[src/rtl/xlat_pkg.sv]
package xlat_pkg;
    typedef enum logic [2:0] {
        W_IDLE,
        W_ISSUE,
        W_WAIT,
        W_REPLAY,
        W_FAULT
    } walk_state_e;
endpackage

[src/rtl/xlat_cam.sv]
module xlat_cam #(
    parameter int ENTRIES = 16,
    parameter int VPN_W   = 19,
    parameter int PPN_W   = 19
) (
    input  logic             clk,
    input  logic             rst_n,
    input  logic [VPN_W-1:0] look_vpn,
    input  logic             use_en,
    input  logic             wr_en,
    input  logic [VPN_W-1:0] wr_vpn,
    input  logic [PPN_W-1:0] wr_ppn,
    input  logic             flush,
    output logic             hit,
    output logic [PPN_W-1:0] hit_ppn
);
    localparam int IDX_W = $clog2(ENTRIES);
    localparam logic [IDX_W-1:0] OLDEST = IDX_W'(ENTRIES - 1);

    logic [VPN_W-1:0] tag_q [ENTRIES];
    logic [PPN_W-1:0] ppn_q [ENTRIES];
    logic [IDX_W-1:0] age_q [ENTRIES];
    logic [ENTRIES-1:0] valid_q;
    logic [ENTRIES-1:0] match;
    logic [IDX_W-1:0] hit_idx, victim, touch_idx, touch_age;
    logic touch_en;

    for (genvar g = 0; g < ENTRIES; g++) begin : g_match
        assign match[g] = valid_q[g] && (tag_q[g] == look_vpn);
    end

    assign hit = |match;

    always_comb begin
        hit_idx = '0;
        for (int i = 0; i < ENTRIES; i++) begin
            if (match[i]) hit_idx = IDX_W'(i);
        end
    end

    assign hit_ppn = ppn_q[hit_idx];

    // victim: lowest invalid entry first, otherwise the oldest entry
    always_comb begin
        logic found;
        found  = 1'b0;
        victim = '0;
        for (int i = 0; i < ENTRIES; i++) begin
            if (!valid_q[i] && !found) begin
                victim = IDX_W'(i);
                found  = 1'b1;
            end
        end
        if (!found) begin
            for (int i = 0; i < ENTRIES; i++) begin
                if (age_q[i] == OLDEST) victim = IDX_W'(i);
            end
        end
    end

    assign touch_en  = wr_en || (use_en && hit);
    assign touch_idx = wr_en ? victim : hit_idx;
    assign touch_age = age_q[touch_idx];

    always_ff @(posedge clk or negedge rst_n) begin
        if (!rst_n) begin
            valid_q <= '0;
            for (int i = 0; i < ENTRIES; i++) age_q[i] <= IDX_W'(i);
        end else begin
            for (int i = 0; i < ENTRIES; i++) begin
                if (touch_en) begin
                    if (IDX_W'(i) == touch_idx) age_q[i] <= '0;
                    else if (age_q[i] < touch_age) age_q[i] <= age_q[i] + 1'b1;
                end
                if (wr_en && (IDX_W'(i) == victim)) valid_q[i] <= 1'b1;
                else if (flush) valid_q[i] <= 1'b0;
            end
        end
    end

    always_ff @(posedge clk) begin
        for (int i = 0; i < ENTRIES; i++) begin
            if (wr_en && (IDX_W'(i) == victim)) begin
                tag_q[i] <= wr_vpn;
                ppn_q[i] <= wr_ppn;
            end
        end
    end

    // a lookup never matches more than one entry
    p_single_match_r2: assert property (@(posedge clk) disable iff (!rst_n)
        $onehot0(match));

    // a flush with no install leaves nothing valid
    p_flush_clears_r8: assert property (@(posedge clk) disable iff (!rst_n)
        flush && !wr_en |=> valid_q == '0);
endmodule

[src/rtl/xlat_walker.sv]
module xlat_walker
    import xlat_pkg::*;
#(
    parameter int VA_W  = 32,
    parameter int OFF_W = 13,
    parameter int PPN_W = 19,
    parameter int AW    = 32,
    parameter int DW    = 32
) (
    input  logic                   clk,
    input  logic                   rst_n,
    input  logic                   req_valid,
    input  logic [VA_W-1:0]        req_vaddr,
    output logic                   req_ready,
    output logic                   rsp_valid,
    output logic [PPN_W+OFF_W-1:0] rsp_paddr,
    input  logic [AW-1:0]          tbl_base,
    output logic                   mem_rd_en,
    output logic [AW-1:0]          mem_rd_addr,
    input  logic                   mem_rd_valid,
    input  logic [DW-1:0]          mem_rd_data,
    output logic                   fault,
    input  logic                   fault_ack,
    output logic [VA_W-OFF_W-1:0]  look_vpn,
    input  logic                   hit,
    input  logic [PPN_W-1:0]       hit_ppn,
    output logic                   use_en,
    output logic                   wr_en,
    output logic [VA_W-OFF_W-1:0]  wr_vpn,
    output logic [PPN_W-1:0]       wr_ppn
);
    localparam int VPN_W = VA_W - OFF_W;

    walk_state_e state_q, state_d;
    logic [VA_W-1:0] va_q;
    logic [OFF_W-1:0] cur_off;

    always_ff @(posedge clk or negedge rst_n) begin
        if (!rst_n) state_q <= W_IDLE;
        else        state_q <= state_d;
    end

    always_ff @(posedge clk or negedge rst_n) begin
        if (!rst_n) va_q <= '0;
        else if (state_q == W_IDLE && req_valid) va_q <= req_vaddr;
    end

    assign mem_rd_addr = tbl_base + (AW'(va_q[VA_W-1:OFF_W]) << 2);
    assign wr_vpn      = va_q[VA_W-1:OFF_W];
    assign wr_ppn      = mem_rd_data[OFF_W+PPN_W-1:OFF_W];
    assign rsp_paddr   = {hit_ppn, cur_off};

    always_comb begin
        state_d   = state_q;
        req_ready = 1'b0;
        rsp_valid = 1'b0;
        use_en    = 1'b0;
        wr_en     = 1'b0;
        mem_rd_en = 1'b0;
        fault     = 1'b0;
        look_vpn  = va_q[VA_W-1:OFF_W];
        cur_off   = va_q[OFF_W-1:0];
        unique case (state_q)
            W_IDLE: begin
                req_ready = 1'b1;
                look_vpn  = req_vaddr[VA_W-1:OFF_W];
                cur_off   = req_vaddr[OFF_W-1:0];
                if (req_valid) begin
                    if (hit) begin
                        rsp_valid = 1'b1;
                        use_en    = 1'b1;
                    end else begin
                        state_d = W_ISSUE;
                    end
                end
            end
            W_ISSUE: begin
                mem_rd_en = 1'b1;
                state_d   = W_WAIT;
            end
            W_WAIT: begin
                if (mem_rd_valid) begin
                    if (mem_rd_data[0]) begin
                        wr_en   = 1'b1;
                        state_d = W_REPLAY;
                    end else begin
                        state_d = W_FAULT;
                    end
                end
            end
            W_REPLAY: begin
                rsp_valid = 1'b1;
                use_en    = 1'b1;
                state_d   = W_IDLE;
            end
            W_FAULT: begin
                fault = 1'b1;
                if (fault_ack) state_d = W_IDLE;
            end
            default: state_d = W_IDLE;
        endcase
    end

    // one memory read per walk
    p_issue_once_r3: assert property (@(posedge clk) disable iff (!rst_n)
        mem_rd_en |=> !mem_rd_en);

    // the replayed lookup finds the installed translation
    p_replay_hit_r4: assert property (@(posedge clk) disable iff (!rst_n)
        state_q == W_REPLAY |-> hit);

    // a response outside idle follows a present entry from memory
    p_replay_after_fill_r4: assert property (@(posedge clk) disable iff (!rst_n)
        rsp_valid && !req_ready |-> $past(mem_rd_valid && mem_rd_data[0]));

    // a fault starts only after an absent entry is read
    p_fault_cause_r5: assert property (@(posedge clk) disable iff (!rst_n)
        $rose(fault) |-> $past(mem_rd_valid) && !$past(mem_rd_data[0]));

    // the fault holds until acknowledged
    p_fault_hold_r6: assert property (@(posedge clk) disable iff (!rst_n)
        fault && !fault_ack |=> fault);
endmodule

[src/rtl/xlat_unit.sv]
module xlat_unit #(
    parameter int VA_W    = 32,
    parameter int PA_W    = 32,
    parameter int OFF_W   = 13,
    parameter int ENTRIES = 16,
    parameter int AW      = 32,
    parameter int DW      = 32
) (
    input  logic            clk,
    input  logic            rst_n,
    input  logic            req_valid,
    input  logic [VA_W-1:0] req_vaddr,
    output logic            req_ready,
    output logic            rsp_valid,
    output logic [PA_W-1:0] rsp_paddr,
    input  logic [AW-1:0]   tbl_base,
    input  logic            flush_all,
    output logic            mem_rd_en,
    output logic [AW-1:0]   mem_rd_addr,
    input  logic            mem_rd_valid,
    input  logic [DW-1:0]   mem_rd_data,
    output logic            fault,
    input  logic            fault_ack
);
    localparam int VPN_W = VA_W - OFF_W;
    localparam int PPN_W = PA_W - OFF_W;

    logic [VPN_W-1:0] look_vpn, wr_vpn;
    logic [PPN_W-1:0] hit_ppn, wr_ppn;
    logic hit, use_en, wr_en;

    xlat_cam #(
        .ENTRIES(ENTRIES), .VPN_W(VPN_W), .PPN_W(PPN_W)
    ) u_cam (
        .clk(clk), .rst_n(rst_n), .look_vpn(look_vpn), .use_en(use_en),
        .wr_en(wr_en), .wr_vpn(wr_vpn), .wr_ppn(wr_ppn), .flush(flush_all),
        .hit(hit), .hit_ppn(hit_ppn)
    );

    xlat_walker #(
        .VA_W(VA_W), .OFF_W(OFF_W), .PPN_W(PPN_W), .AW(AW), .DW(DW)
    ) u_walk (
        .clk(clk), .rst_n(rst_n), .req_valid(req_valid), .req_vaddr(req_vaddr),
        .req_ready(req_ready), .rsp_valid(rsp_valid), .rsp_paddr(rsp_paddr),
        .tbl_base(tbl_base), .mem_rd_en(mem_rd_en), .mem_rd_addr(mem_rd_addr),
        .mem_rd_valid(mem_rd_valid), .mem_rd_data(mem_rd_data), .fault(fault),
        .fault_ack(fault_ack), .look_vpn(look_vpn), .hit(hit), .hit_ppn(hit_ppn),
        .use_en(use_en), .wr_en(wr_en), .wr_vpn(wr_vpn), .wr_ppn(wr_ppn)
    );
endmodule

[config.mk]
export PLATFORM = sky130hd
export DESIGN_NAME = xlat_unit
export DESIGN_NICKNAME = d
export VERILOG_FILES = /design/src/rtl/xlat_pkg.sv /design/src/rtl/xlat_cam.sv /design/src/rtl/xlat_walker.sv /design/src/rtl/xlat_unit.sv
export SDC_FILE = /design/constraint.sdc
export NUM_CORES = 2
export LEC_CHECK = 0
export ABC_AREA = 1
export BUFFER_PORTS_ARGS = -buffer_cell sky130_fd_sc_hd__buf_2
export CAP_MARGIN = 30
export CORE_MARGIN = 2
export CORE_UTILIZATION = 61
export CTS_CLUSTER_SIZE = 40
export DETAILED_ROUTE_END_ITERATION = 10
export PLACE_DENSITY_LB_ADDON = 0.15
export SYNTH_ARGS = -nofsm -noshare
export SYNTH_HDL_FRONTEND = slang
export SYNTH_SLANG_ARGS = --single-unit
[constraint.sdc]
create_clock -name clk -period 7.2 [get_ports clk]
set_input_delay 0.72 -clock clk [delete_from_list [all_inputs] [get_ports clk]]
set_output_delay 0.72 -clock clk [all_outputs]
set_load 0.05 [all_outputs]
### After elaboration in Yosys (flattened, before gate mapping)

Memory sizes are Yosys's and may differ from the RTL's.
Index checks and enable logic that the tools add are counted.

| storage, ports and cells | value |
|---|---|
| flip-flop bits (word level) | 115 |
| input bits | 102 |
| memories kept | 2 |
| RAM bits | 608 |
| logic and storage cells | 558 |

Memories:

| name | words | width | rd ports | clocked after Yosys merged registers in | wr ports | RTL line | text |
|---|---|---|---|---|---|---|---|
| u_cam.ppn_q | 16 | 19 | 1 | 0 | 1 | xlat_cam.sv:21 | `logic [PPN_W-1:0] ppn_q [ENTRIES];` |
| u_cam.tag_q | 16 | 19 | 16 | 0 | 1 | xlat_cam.sv:20 | `logic [VPN_W-1:0] tag_q [ENTRIES];` |

| cells by class | value |
|---|---|
| bitwise logic cells | 1 |
| eq/ne operators | 70 |
| reductions and logical operators | 162 |
| add/subtract/negate cells | 17 |
| order comparisons | 17 |
| multiplexer cells | 255 |

Operators with widths:

| cell | count |
|---|---|
| 2-to-1 mux 19 bit | 31 |
| OR reduction 19 bit | 30 |
| 2-to-1 mux 4 bit | 104 |
| equality test 19 bit | 16 |
| 2-to-1 mux 1 bit | 105 |
| adder 4 x 1 -> 4 bit (second input constant) | 16 |
| equality test 4 bit (first input constant) | 16 |
| equality test 4 bit (second input constant) | 16 |
| less-than comparator 4 bit | 16 |
| nonzero test 2 bit | 32 |
| logical AND 1 bit | 49 |
| adder 32 x 21 -> 32 bit | 1 |
| equality test 3 x 4 -> 1 bit (first input constant) | 8 |
| AND reduction 2 bit | 16 |
| logical NOT 1 bit | 29 |
| 2-to-1 mux 3 bit | 9 |
| binary-select mux 4 bit (select 4 bit) | 1 |
| equality test 2 x 4 -> 1 bit (first input constant) | 4 |
| OR reduction 16 bit | 1 |
| 2-to-1 mux 13 bit | 1 |
| one-hot mux 3 bit (4 select lines) | 1 |
| equality test 1 x 4 -> 1 bit (first input constant) | 2 |
| logical NOT 4 bit | 2 |
| != test 2 bit (second input constant) | 4 |
| other kinds (10) | 12 |

### Depth between registers and ports, before layout

| logic depth | value |
|---|---|
| depth after elaboration | 82 |
| gate-level depth with buffers | 46 |
| mapped depth without buffers | 44 |

### Modules after synthesis

From an unflattened synthesis, not the netlist that was laid out.

| second synthesis, totals | value |
|---|---|
| cell total of the unflattened synthesis | 4143 |
| area total of the unflattened synthesis | 38511.9 µm² |

Modules (own cells, without submodules):

| module | cells each | times used | area an instance (µm²) |
|---|---|---|---|
| xlat_cam | 3464 | 1 | 34466.8 |
| xlat_walker | 679 | 1 | 4045.1 |

### Least setup slack after synthesis

No wires, ideal clock.

| timing | value |
|---|---|
| kind | register to output |
| start point | reg u_walk.state_q[1] |
| end point | out rsp_paddr[26] |
| cell stages (with the launch flop) | 32 |
| setup slack | 1.803 ns |
| arrival | 4.677 ns |
| required time | 6.480 ns |
| path through | dfrtp_1 -> nor2_1 -> nand2_1 -> buf_6 -> inv_2 -> nand2_1 -> nand2_1 -> buf_2 -> xor2_1 -> inv_1 -> o221ai_1 -> nor4_1 -> nand3_1 -> nand2_1 -> nand2_1 -> nand2_1 -> nand2_1 -> nand2_1 -> nand2_1 -> nand2_1 -> nand2_1 -> nand2_1 -> nand2_1 -> nand2_1 -> nand2_4 -> inv_2 -> clkbuf_1 -> clkbuf_1 -> nand2_1 -> a21oi_1 -> a211oi_1 -> o32ai_1 |

| on the way | value |
|---|---|
| word-level cells in the longest chain between the ends | 20 |

RTL lines:

| element | RTL line | text |
|---|---|---|
| from (decl) | xlat_walker.sv:34 | `walk_state_e state_q, state_d;` |
| from (signal assigned) | xlat_walker.sv:40 | `else state_q <= state_d;` |
| logical NOT 3 bit * | xlat_walker.sv:63 | `unique case (state_q)` |
| 2-to-1 mux 19 bit * | xlat_walker.sv:63 |  |
| equality test 19 bit | xlat_cam.sv:29 | `assign match[g] = valid_q[g] && (tag_q[g] == look_vpn);` |
| logical AND 1 bit | xlat_cam.sv:29 |  |
| 2-to-1 mux 1 bit | xlat_cam.sv:37 | `if (match[i]) hit_idx = IDX_W'(i);` |
| 2-to-1 mux 4 bit (13 in a row) | xlat_cam.sv:37 |  |
| 2-to-1 mux 4 bit * | xlat_cam.sv:37 |  |
| memory read (16 x 19 bit) * | -- |  |
| to (decl) | xlat_unit.sv:15 | `output logic [PA_W-1:0] rsp_paddr,` |

Every way passes the cells marked *; elsewhere a longest branch is shown, timed or not.

### Worst setup path after layout

| timing | value |
|---|---|
| start point | reg u_walk.state_q[1] |
| end point | out rsp_paddr[30] |

Same word-level chain as after synthesis.

==> summary.txt <==
STA
  – Tmin final: 6.85 ns
  – Fin crit share: 95.1%
  – Final setup violation count: 0
  – Final Hold Fails: 0
  – Tightest Pin Transition: 0.954 ns
  – RSZ-0062 raised after global routing: false
  – Setup TNS: 0 ns
  – Max Slew Vio Count: 0
  – Setup Skew: 0.0452 ns
  – Peak Freq: 0.146 GHz
  – Final WS setup: 0.350 ns
  – Relative slew slack: 36.3%

Place
  – Port-buffer cells: 153
  – Dpl cells: 4625
  – GP Congestion: 0.977
  – Placed Area: 38700 sq um
  – Post-DP HPWL: 67200 um
  – Pre-CTS setup slack: 0.363 ns

Logic synthesis
  – Top post-synthesis cells by area: edfxtp_1, nand2_1, dfrtp_1
  – Cell with the most instances after synthesis: nand2_1
  – Top cells by count, synth: nand2_1, edfxtp_1, inv_1
  – Yosys Warn Count: 0
  – Post-synthesis sequential area ratio: 58.2%
  – Number of synthesized register bits: 723
  – Mapped Cells: 3720
  – Post-synth top area share: 50.2%
  – Prevailing post-synth register cell: edfxtp_1
  – Synth cell types: 62
  – Netlist Area Pre-Place: 36400 sq um
  – FFs w/ async S/R, synth: 15.9%
  – Post-synth EDFFs: 608
  – Mean post-synth cell area: 9.78 sq um
  – Largest area contributor in the netlist: edfxtp_1
  – Syn_nets: 3906

CTS
  – CTS tree: built
  – TritonCTS Buffers: 76
  – Clock-pin slew on the worst setup and hold paths: 0.06 ns
  – H-tree lvl count: 3
  – Cell chosen for the clock root: clkbuf_16
  – TritonCTS Sinks: 723
  – Skew-Pair Late Insertion Delay: 0.65 ns
  – Cts hold-fix bufs: 0
  – Max clock buf depth: 3

Floorplanning
  – IO Count: 170
  – Die Area: 61600 sq um
  – Chip Width: 248 um
  – Die Y-Extent: 248 um
  – FP Rows: 89
  – Core area: 59000 sq um
  – Initial Util: 61.6%

Detailed routing
  – Drt via density: 6.08
  – Routed WL: 108000 um
  – Detailed Route Iter0 Violations: 3869
  – Drt wl/cell: 22.6 um
  – Via count: 29100
  – Antenna Violating Nets Remaining: 0
  – Post-route DRC violation count: 0
  – Drt pass-1 iters: 6

Global route
  – First-pass GRT wire length: 160000 um
  – GRT Overall Usage: 35.2%
  – Initial antenna violation count: 3
  – GR Overflow Total: 0
  – Vias in the first global route: 27000
  – Largest net degree at the start of global routing: 113

Hold path
  – Worst Hold Class: in -> async

Finish
  – Area growth from synthesis to layout: 13.5%
  – Cell Count, Final, Fillers Out: 4775
  – Fill count: 4439
  – Storage cell area: 21200 sq um
  – Post-route cell area: 41300 sq um
  – Share of post-route cells with drive strength above 1: 14.0%
  – Multi-input logic area: 13400 sq um
  – Layout net count: 4123

Critical path
  – Setup CP Type: reg -> out
  – Max FO, Critical Path: 112
  – FF-to-FF setup slack: 0.65 ns
  – Element type at the critical path start: register
  – Worst path arrival time: 6.13 ns
  – Critical Path RT: 6.48 ns
  – Worst setup EP type: primary output

Pwr
  – Power Density: 388 nW/um^2
  – Peak supply drop: 494 uV
  – Leak: 17.1 nW

Flow run
  – Max-Cap Viols: 0

Outcome
  – Outcome: complete, no violations
## worst max-delay path, cell delays in order (launching register included)
cell       delay, ns
dfrtp_1         0.42
nor2_1          0.20
nand2_4         0.28
nand2_1         0.13
o21ai_1         0.16
inv_2           0.63
nor2_1          0.13
nor4_1          0.33
nand4_1         0.14
a2111oi_0       0.39
nand4_1         0.46
nand2_1         0.25
inv_2           0.05
nand2_2         0.15
clkinv_2        0.10
buf_12          0.19
a21oi_1         0.30
a211oi_1        0.09
o32ai_1         0.50
buf_2           0.35
## worst paths after layout
path                                      to               from  cells past startpoint
setup / recovery               rsp_paddr[30]  u_walk.state_q[1]                     19
hold / removal               u_cam.age_q[35]              rst_n                      1
setup reg to reg             u_cam.age_q[39]  u_walk.state_q[1]                     34
hold reg to reg               u_cam.age_q[8]     u_cam.age_q[8]                      2
max in group asynchronous    u_walk.va_q[15]              rst_n                      2
min in group clk           u_walk.state_q[2]     mem_rd_data[0]                      2
## where the power goes
part	switching, mW	leakage, nW	total, mW	internal (mW)
Clock	1.71	1.21	3.90	2.19
Sequential	0.210	6.91	5.24	5.03
Combinational	5.01	9.00	6.89	1.88
Total	6.93	17.1	16.0	9.10
## through the flow
step                hold WS (ns)  utilization, %  total power [mW]
floorplan                  0.424               -              9.51
global placement           0.468            65.5              11.8
detailed placement         0.478            65.5              11.9
CTS                        0.220            69.7              15.8
global route               0.250            69.9              16.7
finish                     0.205            70.0              16.0
## layout make-up
type                    instances  share of cell area, %
inverters                     359                   3.28
multi-input cells            2499                   32.5
well taps                     773                   2.34
diodes                          3                 0.0182
clock buffers                 106                   5.00
clock inverters                34                   1.03
repair buffers                278                   4.59
flip-flops and latches        723                   51.3
## sequential cells by signal (all words and copies together), names as in the netlist
name            count
u_cam.age_q        64
u_cam.valid_q      16
u_cam.tag_q       304
u_cam.ppn_q       304
u_walk.state_q      3
u_walk.va_q        32
## cell families after synthesis
logic type,Yosys count,share of synthesized area [%]
AND/OR/NAND/NOR,1697,20.1
flip-flops,723,58.2
AO/OA/AOI/OAI,577,9.91
buffers and inverters,498,5.44
XOR/XNOR,141,3.40
adder cells (fa/ha/maj),84,2.91
## layout by cell type (no fill, tap or decap), types with 84 or more instances in the layout
master	instances
a21oi_1	133
buf_2	148
nor2_1	178
edfxtp_1	608
o21ai_0	164
nand3_1	174
o22ai_1	84
xor2_1	96
nand2_1	1046
buf_4	114
inv_1	338
## metal layers
metal	share of wire (%)	GRT usage (%)
met5	0.011	0
met4	4.6	15.5
met3	12	7.86
met2	44	53.4
met1	39	48.9
## what timing repair did
action | 4_1_cts | 5_1_grt
gates resized for setup | 2 | 5
endpoints found under the setup margin | 1 | 79
pin swaps | 0 | 1
setup buffers | 0 | 5
Note: power is estimated with default switching activity, not from simulation.
